**src/rtl/scadd_pkg.sv**
```systemverilog
package scadd_pkg;
    parameter int DATA_W  = 32;
    parameter int INSN_W  = 64;
    parameter int REG_W   = 8;
    parameter int SHAMT_W = 5;

    // field positions shared by the forms
    localparam int DST_LSB    = 0;
    localparam int RI_CC_BIT  = 47;
    localparam int RI_NB_BIT  = 48;
    localparam int RI_NA_BIT  = 49;
    localparam int RI_SH_LSB  = 39;
    localparam int I32_CC_BIT = 52;
    localparam int I32_SH_LSB = 53;

    typedef enum logic [1:0] {
        FORM_REG   = 2'd0,
        FORM_IMM20 = 2'd1,
        FORM_IMM32 = 2'd2,
        FORM_RSVD  = 2'd3
    } form_e;

    typedef struct packed {
        logic [REG_W-1:0]   dst;
        logic               flag_en;
        logic               neg_a;
        logic               neg_b;
        logic [SHAMT_W-1:0] shamt;
    } ctrl_t;

    typedef struct packed {
        logic zero;
        logic sign;
        logic carry;
    } flags_t;

    function automatic flags_t make_flags(input logic [DATA_W-1:0] sum, input logic cout);
        flags_t f;
        f.zero  = (sum == '0);
        f.sign  = sum[DATA_W-1];
        f.carry = cout;
        return f;
    endfunction
endpackage

```
**src/rtl/scadd_decode.sv**
```systemverilog
module scadd_decode
    import scadd_pkg::*;
(
    input  form_e             form,
    input  logic [INSN_W-1:0] insn,
    output ctrl_t             ctrl
);
    always_comb begin
        ctrl.dst = insn[DST_LSB +: REG_W];
        if (form == FORM_IMM32) begin
            ctrl.flag_en = insn[I32_CC_BIT];
            ctrl.shamt   = insn[I32_SH_LSB +: SHAMT_W];
            ctrl.neg_a   = 1'b0;
            ctrl.neg_b   = 1'b0;
        end else begin
            ctrl.flag_en = insn[RI_CC_BIT];
            ctrl.shamt   = insn[RI_SH_LSB +: SHAMT_W];
            ctrl.neg_a   = insn[RI_NA_BIT];
            ctrl.neg_b   = insn[RI_NB_BIT];
        end
    end
endmodule

```
**src/rtl/scadd_alu.sv**
```systemverilog
module scadd_alu
    import scadd_pkg::*;
(
    input  ctrl_t             ctrl,
    input  logic [DATA_W-1:0] opa,
    input  logic [DATA_W-1:0] opb,
    output logic [DATA_W-1:0] sum,
    output logic              cout
);
    logic              plus_one;
    logic [DATA_W-1:0] a_p, b_p, scaled;

    always_comb begin
        plus_one = ctrl.neg_a & ctrl.neg_b;
        a_p      = (ctrl.neg_a & ~ctrl.neg_b) ? (~opa + 1'b1) : opa;
        if (plus_one)
            b_p = opb + 1'b1;
        else if (ctrl.neg_b)
            b_p = ~opb + 1'b1;
        else
            b_p = opb;
        scaled      = a_p << ctrl.shamt;
        {cout, sum} = {1'b0, scaled} + {1'b0, b_p};
    end
endmodule

```
**src/rtl/scadd_unit.sv**
```systemverilog
module scadd_unit
    import scadd_pkg::*;
(
    input  logic              clk,
    input  logic              rst,
    input  logic              in_valid,
    input  logic [1:0]        in_form,
    input  logic [INSN_W-1:0] in_insn,
    input  logic [DATA_W-1:0] in_opa,
    input  logic [DATA_W-1:0] in_opb,
    output logic              out_valid,
    output logic [REG_W-1:0]  out_dst,
    output logic [DATA_W-1:0] out_result,
    output logic              out_flag_wr,
    output logic              out_zero,
    output logic              out_sign,
    output logic              out_carry
);
    ctrl_t             ctrl;
    logic [DATA_W-1:0] sum;
    logic              cout;
    flags_t            flags_q;

    scadd_decode u_dec (
        .form (form_e'(in_form)),
        .insn (in_insn),
        .ctrl (ctrl)
    );

    scadd_alu u_alu (
        .ctrl (ctrl),
        .opa  (in_opa),
        .opb  (in_opb),
        .sum  (sum),
        .cout (cout)
    );

    always_ff @(posedge clk) begin
        if (rst) begin
            out_valid   <= 1'b0;
            out_dst     <= '0;
            out_result  <= '0;
            out_flag_wr <= 1'b0;
            flags_q     <= '0;
        end else begin
            out_valid   <= in_valid;
            out_flag_wr <= in_valid & ctrl.flag_en;
            if (in_valid) begin
                out_dst    <= ctrl.dst;
                out_result <= sum;
                if (ctrl.flag_en)
                    flags_q <= make_flags(sum, cout);
            end
        end
    end

    assign out_zero  = flags_q.zero;
    assign out_sign  = flags_q.sign;
    assign out_carry = flags_q.carry;


    sign_tracks_result_chk: assert property (@(posedge clk) disable iff (rst)
        out_flag_wr |-> (out_sign == out_result[DATA_W-1]));


    zero_tracks_result_chk: assert property (@(posedge clk) disable iff (rst)
        out_flag_wr |-> (out_zero == (out_result == '0)));


    flags_hold_chk: assert property (@(posedge clk) disable iff (rst)
        !out_flag_wr |-> $stable({out_zero, out_sign, out_carry}));


    flag_wr_needs_valid_chk: assert property (@(posedge clk) disable iff (rst)
        out_flag_wr |-> out_valid);


    result_hold_chk: assert property (@(posedge clk) disable iff (rst)
        !out_valid |-> ($stable(out_result) && $stable(out_dst)));


    valid_latency_chk: assert property (@(posedge clk) disable iff (rst)
        in_valid |=> out_valid);
endmodule

```
**config.mk**
```make
export PLATFORM = sky130hd
export DESIGN_NAME = scadd_unit
export DESIGN_NICKNAME = d
export VERILOG_FILES = /design/src/rtl/scadd_pkg.sv /design/src/rtl/scadd_decode.sv /design/src/rtl/scadd_alu.sv /design/src/rtl/scadd_unit.sv
export SDC_FILE = /design/constraint.sdc
export NUM_CORES = 1
export LEC_CHECK = 0
export BUFFER_PORTS_ARGS = -buffer_cell sky130_fd_sc_hd__buf_2
export CAP_MARGIN = 20
export CORE_ASPECT_RATIO = 0.6
export CORE_MARGIN = 5
export CORE_UTILIZATION = 50
export CTS_CLUSTER_DIAMETER = 50
export DETAILED_ROUTE_END_ITERATION = 10
export PLACE_DENSITY_LB_ADDON = 0.25
export SLEW_MARGIN = 20
export SYNTH_ARGS = -nofsm -noshare
export SYNTH_HDL_FRONTEND = slang
export SYNTH_SLANG_ARGS = --single-unit
export TNS_END_PERCENT = 5
```
**constraint.sdc**
```tcl
create_clock -name clk -period 4.9 [get_ports clk]
set_input_delay 0.49 -clock clk [delete_from_list [all_inputs] [get_ports clk]]
set_output_delay 0.49 -clock clk [all_outputs]
set_load 0.005 [all_outputs]
```
==> metrics.cfg <==
[run_status]
status = finished, violations left
violations = negative setup slack

[power]
total_power_w = 0.002908
p_per_area_nw_per_um2 = 272.8
pwr-share-seq = 0.156
switchingPower_w = 0.001224
p_clk_frac = 0.115
intPower_w = 0.001684
combPwrFrac = 0.729
peakVddDrop_mv = 0.1881
cellLeakagePower_nw = 4.975
p_sw_frac = 0.4210

[critical_path]
endpoint_kind = flip-flop
crit_arrival_ns = 5.44
cp_max_fo = 4
cp_cell_sequence = buf_6, or4_4, or4b_4, buf_6, o31ai_4, xor2_2, mux2i_2, buf_4, mux2i_2, mux2i_1, a22oi_1, o21ai_1, ha_1, a21o_1, nand2b_4, or4_4, buf_4, and3_1, nand4b_1, nor4_2, nand4_1, nand2_1
critPathSlowestCell = or4b_4
path_class = in2reg
timing.rr.start = out_result[21]
rrSetupSlack_ns = 4.16
r2r_cells = 2
r2r_end = out_result[21]
cp.required_ns = 5.14
cp_slowest_stage_delay_ns = 0.56
startpoint_type = input pin

[sta]
period_share = 1.063
max-slew-margin-rel = 0.4552
worst_clock_skew_ns = 0
worst_pin_slew_ns = 0.8173
finalHoldViolations = 0
fin_ws_ns = -0.3084
setup_viol = 11
timing.fmax_mhz = 192.0
slew_violations = 0
rsz0062_at_grt = true
fin_crit_ns = 5.208

[final_layout]
fin_cells = 1586
layout_commonest_cell = buf_4
insertedDiodeCount = 0
final_cell_mix = buf_4 (296), buf_2 (134), nor2_1 (118)
utilization = 0.7730
syn_to_final_growth_pct = 49.76
drive_gt1_frac = 0.3831
nets = 1562

[floorplan]
die_area_um2 = 16800
fp.dieW_um = 164.0
start_util = 0.5161
rows = 33
io_pins = 178
die_y_um = 102.4
fp.coreArea_um2 = 13790

[detailed_routing]
drc = 0
wl_um = 28160
drtPass1Iterations = 7
drtIter0Drc = 935
vias_per_cell = 5.873
routedWlPerCell_um = 17.75
ant_nets = 0
via_count = 9314

[clocking]
numClockSinks = 45
cts_made_buffers = 5
h-tree-depth = 2
cts_root_buf = clkbuf_16
clk_transition_reported_paths_ns = 0.07
clk_latency_ns = 0.29
cts_tree = built
cts_hold_buf = 0
clk_path_buf_depth = 2

[placement]
dpl.hpwl_um = 22810
dp_cells = 1549
port_buffers = 135
gp_congestion = 1.078

[global_route]
grt_usage = 0.3197
grt-ovfl-total = 0
antenna_found_initial = 0
grt_pass1_vias = 8443
grt_pass1_wl_um = 43200
grt_max_degree = 46

[synthesis]
synthMuxAreaShare = 0.1346
synth-xor-area-share = 0.09721
yosys_register_bits = 45
synth_compound_area_frac = 0.2682
synthFlopType = dfxtp_1
ys_warn_count = 0
synthSimpleGateAreaFrac = 0.2649
syn_area_per_cell_um2 = 7.097
synth_area_um2 = 7118
synth_top_family_by_area = compound AO/OA/AOI/OAI gates
ys_seq_area_frac = 0.1266
synthAdderAreaFrac = 0.06433
synthCells = 1003
synth_nets = 1172
synth_edf_count = 0
async_reset_ff_frac = 0
ys_types = 77

[min_path]
hold_start = in_insn[3]
min_delay_path_depth = 3
hp-class = in2reg
min_delay_worst_endpoint = out_dst[3]

[job]
drv_cap = 0

[timing repair]
item,4_1_cts,5_1_grt
cloned,0,0
setup endpoints to repair,14,17
setup buffers,26,3
gates resized for setup,27,39
pin swaps,21,23
[registers in the layout, summed over array words and instances, names as in the netlist]
name and flops:
out_sign 1, out_valid 1, out_result 32, out_carry 1, out_zero 1, out_dst 8
out_flag_wr 1
[layout make-up]
class                           instances  area [um^2]
Multi-Input combinational cell        877         6264
Fill cell                            1077         3131
Timing Repair Buffer                  437         3007
Sequential cell                        45        900.9
Tap cell                              192        240.2
Clock buffer                            5        125.1
Inverter                               27        101.3
Clock inverter                          3        22.52
[cell families (layout without fill, tap and decap cells)]
| family | after synthesis | count (layout) |
|---|---|---|
| multiplexers | 88 | 88 |
| AND/OR/NAND/NOR | 390 | 390 |
| flip-flops | 45 | 45 |
| buffers and inverters | 81 | 472 |
| AO/OA/AOI/OAI | 284 | 284 |
| adder cells (fa/ha/maj) | 36 | 36 |
| XOR/XNOR | 79 | 79 |
[worst max-delay path: cells and delay by family]
kind	cells	cell delay, ns
AOI/OAI and AO/OA	4	0.71
xor gates and xnor gates	1	0.23
adders and majority gates	1	0.30
buffers and inverters	4	0.57
muxes	3	0.42
and+or+nand+nor	9	2.71
[power groups by stage]
stage / clock network [W] / registers (W) / logic (W)
floorplan: 0 / 0.000462 / 0.000937
global placement: 0 / 0.000456 / 0.00182
detailed placement: 0 / 0.000460 / 0.00186
CTS: 0.000339 / 0.000452 / 0.00196
global route: 0.000362 / 0.000458 / 0.00228
finish: 0.000334 / 0.000453 / 0.00212
[cell usage after synthesis (11+ instances only)]
master | number | area share
nor2_1 | 119 | 0.063
nand2_1 | 105 | 0.055
mux2i_1 | 74 | 0.10
a21oi_1 | 71 | 0.050
o21ai_0 | 49 | 0.034
clkbuf_1 | 48 | 0.025
xnor2_1 | 47 | 0.058
dfxtp_1 | 45 | 0.13
nor3_1 | 37 | 0.026
ha_1 | 35 | 0.062
xor2_1 | 32 | 0.039
inv_1 | 26 | 0.014
nand3_1 | 23 | 0.016
a211oi_1 | 20 | 0.021
a21o_1 | 18 | 0.019
o211ai_1 | 18 | 0.019
a31oi_1 | 15 | 0.013
nor2b_1 | 14 | 0.012
nor4_1 | 13 | 0.011
o31ai_1 | 13 | 0.014
nand4_1 | 12 | 0.011
o21a_1 | 11 | 0.012
[stage by stage]
stage | cell area (um^2) | setup TNS (ns) | setup slack (ns) | hold WS (ns)
after floorplan | 7169 | -0.3661 | -0.1765 | 0.4618
after global placement | 9971 | -5.391 | -0.6344 | 0.4529
after detailed placement | 9971 | -7.366 | -0.6972 | 0.4606
after CTS | 10430 | -1.189 | -0.2336 | 0.4371
after global routing | 10660 | -4.266 | -0.4983 | 0.4465
final | 10660 | -1.956 | -0.3084 | 0.4365
[worst max path at each step]
stage	start	to	slack, ns	depth (start not counted)
after global placement	in_opa[11]	out_carry	-0.63	19
after detailed placement	in_opa[11]	out_carry	-0.70	19
after global routing	in_opa[8]	out_zero	-0.50	26
final	in_opa[8]	out_zero	-0.31	22
after floorplan	in_opa[11]	out_carry	-0.18	17
after CTS	in_opa[8]	out_carry	-0.23	20
[layer usage]
layer	routed length, um	up-vias	GRT usage
met1	13120	4253	0.4858
li1	-	4505	-
met4	258	2	0.03415
met3	3718	34	0.1108
met2	10940	520	0.4377
met5	117	-	0.05114
No activity file was read; power rests on OpenSTA's default activity.
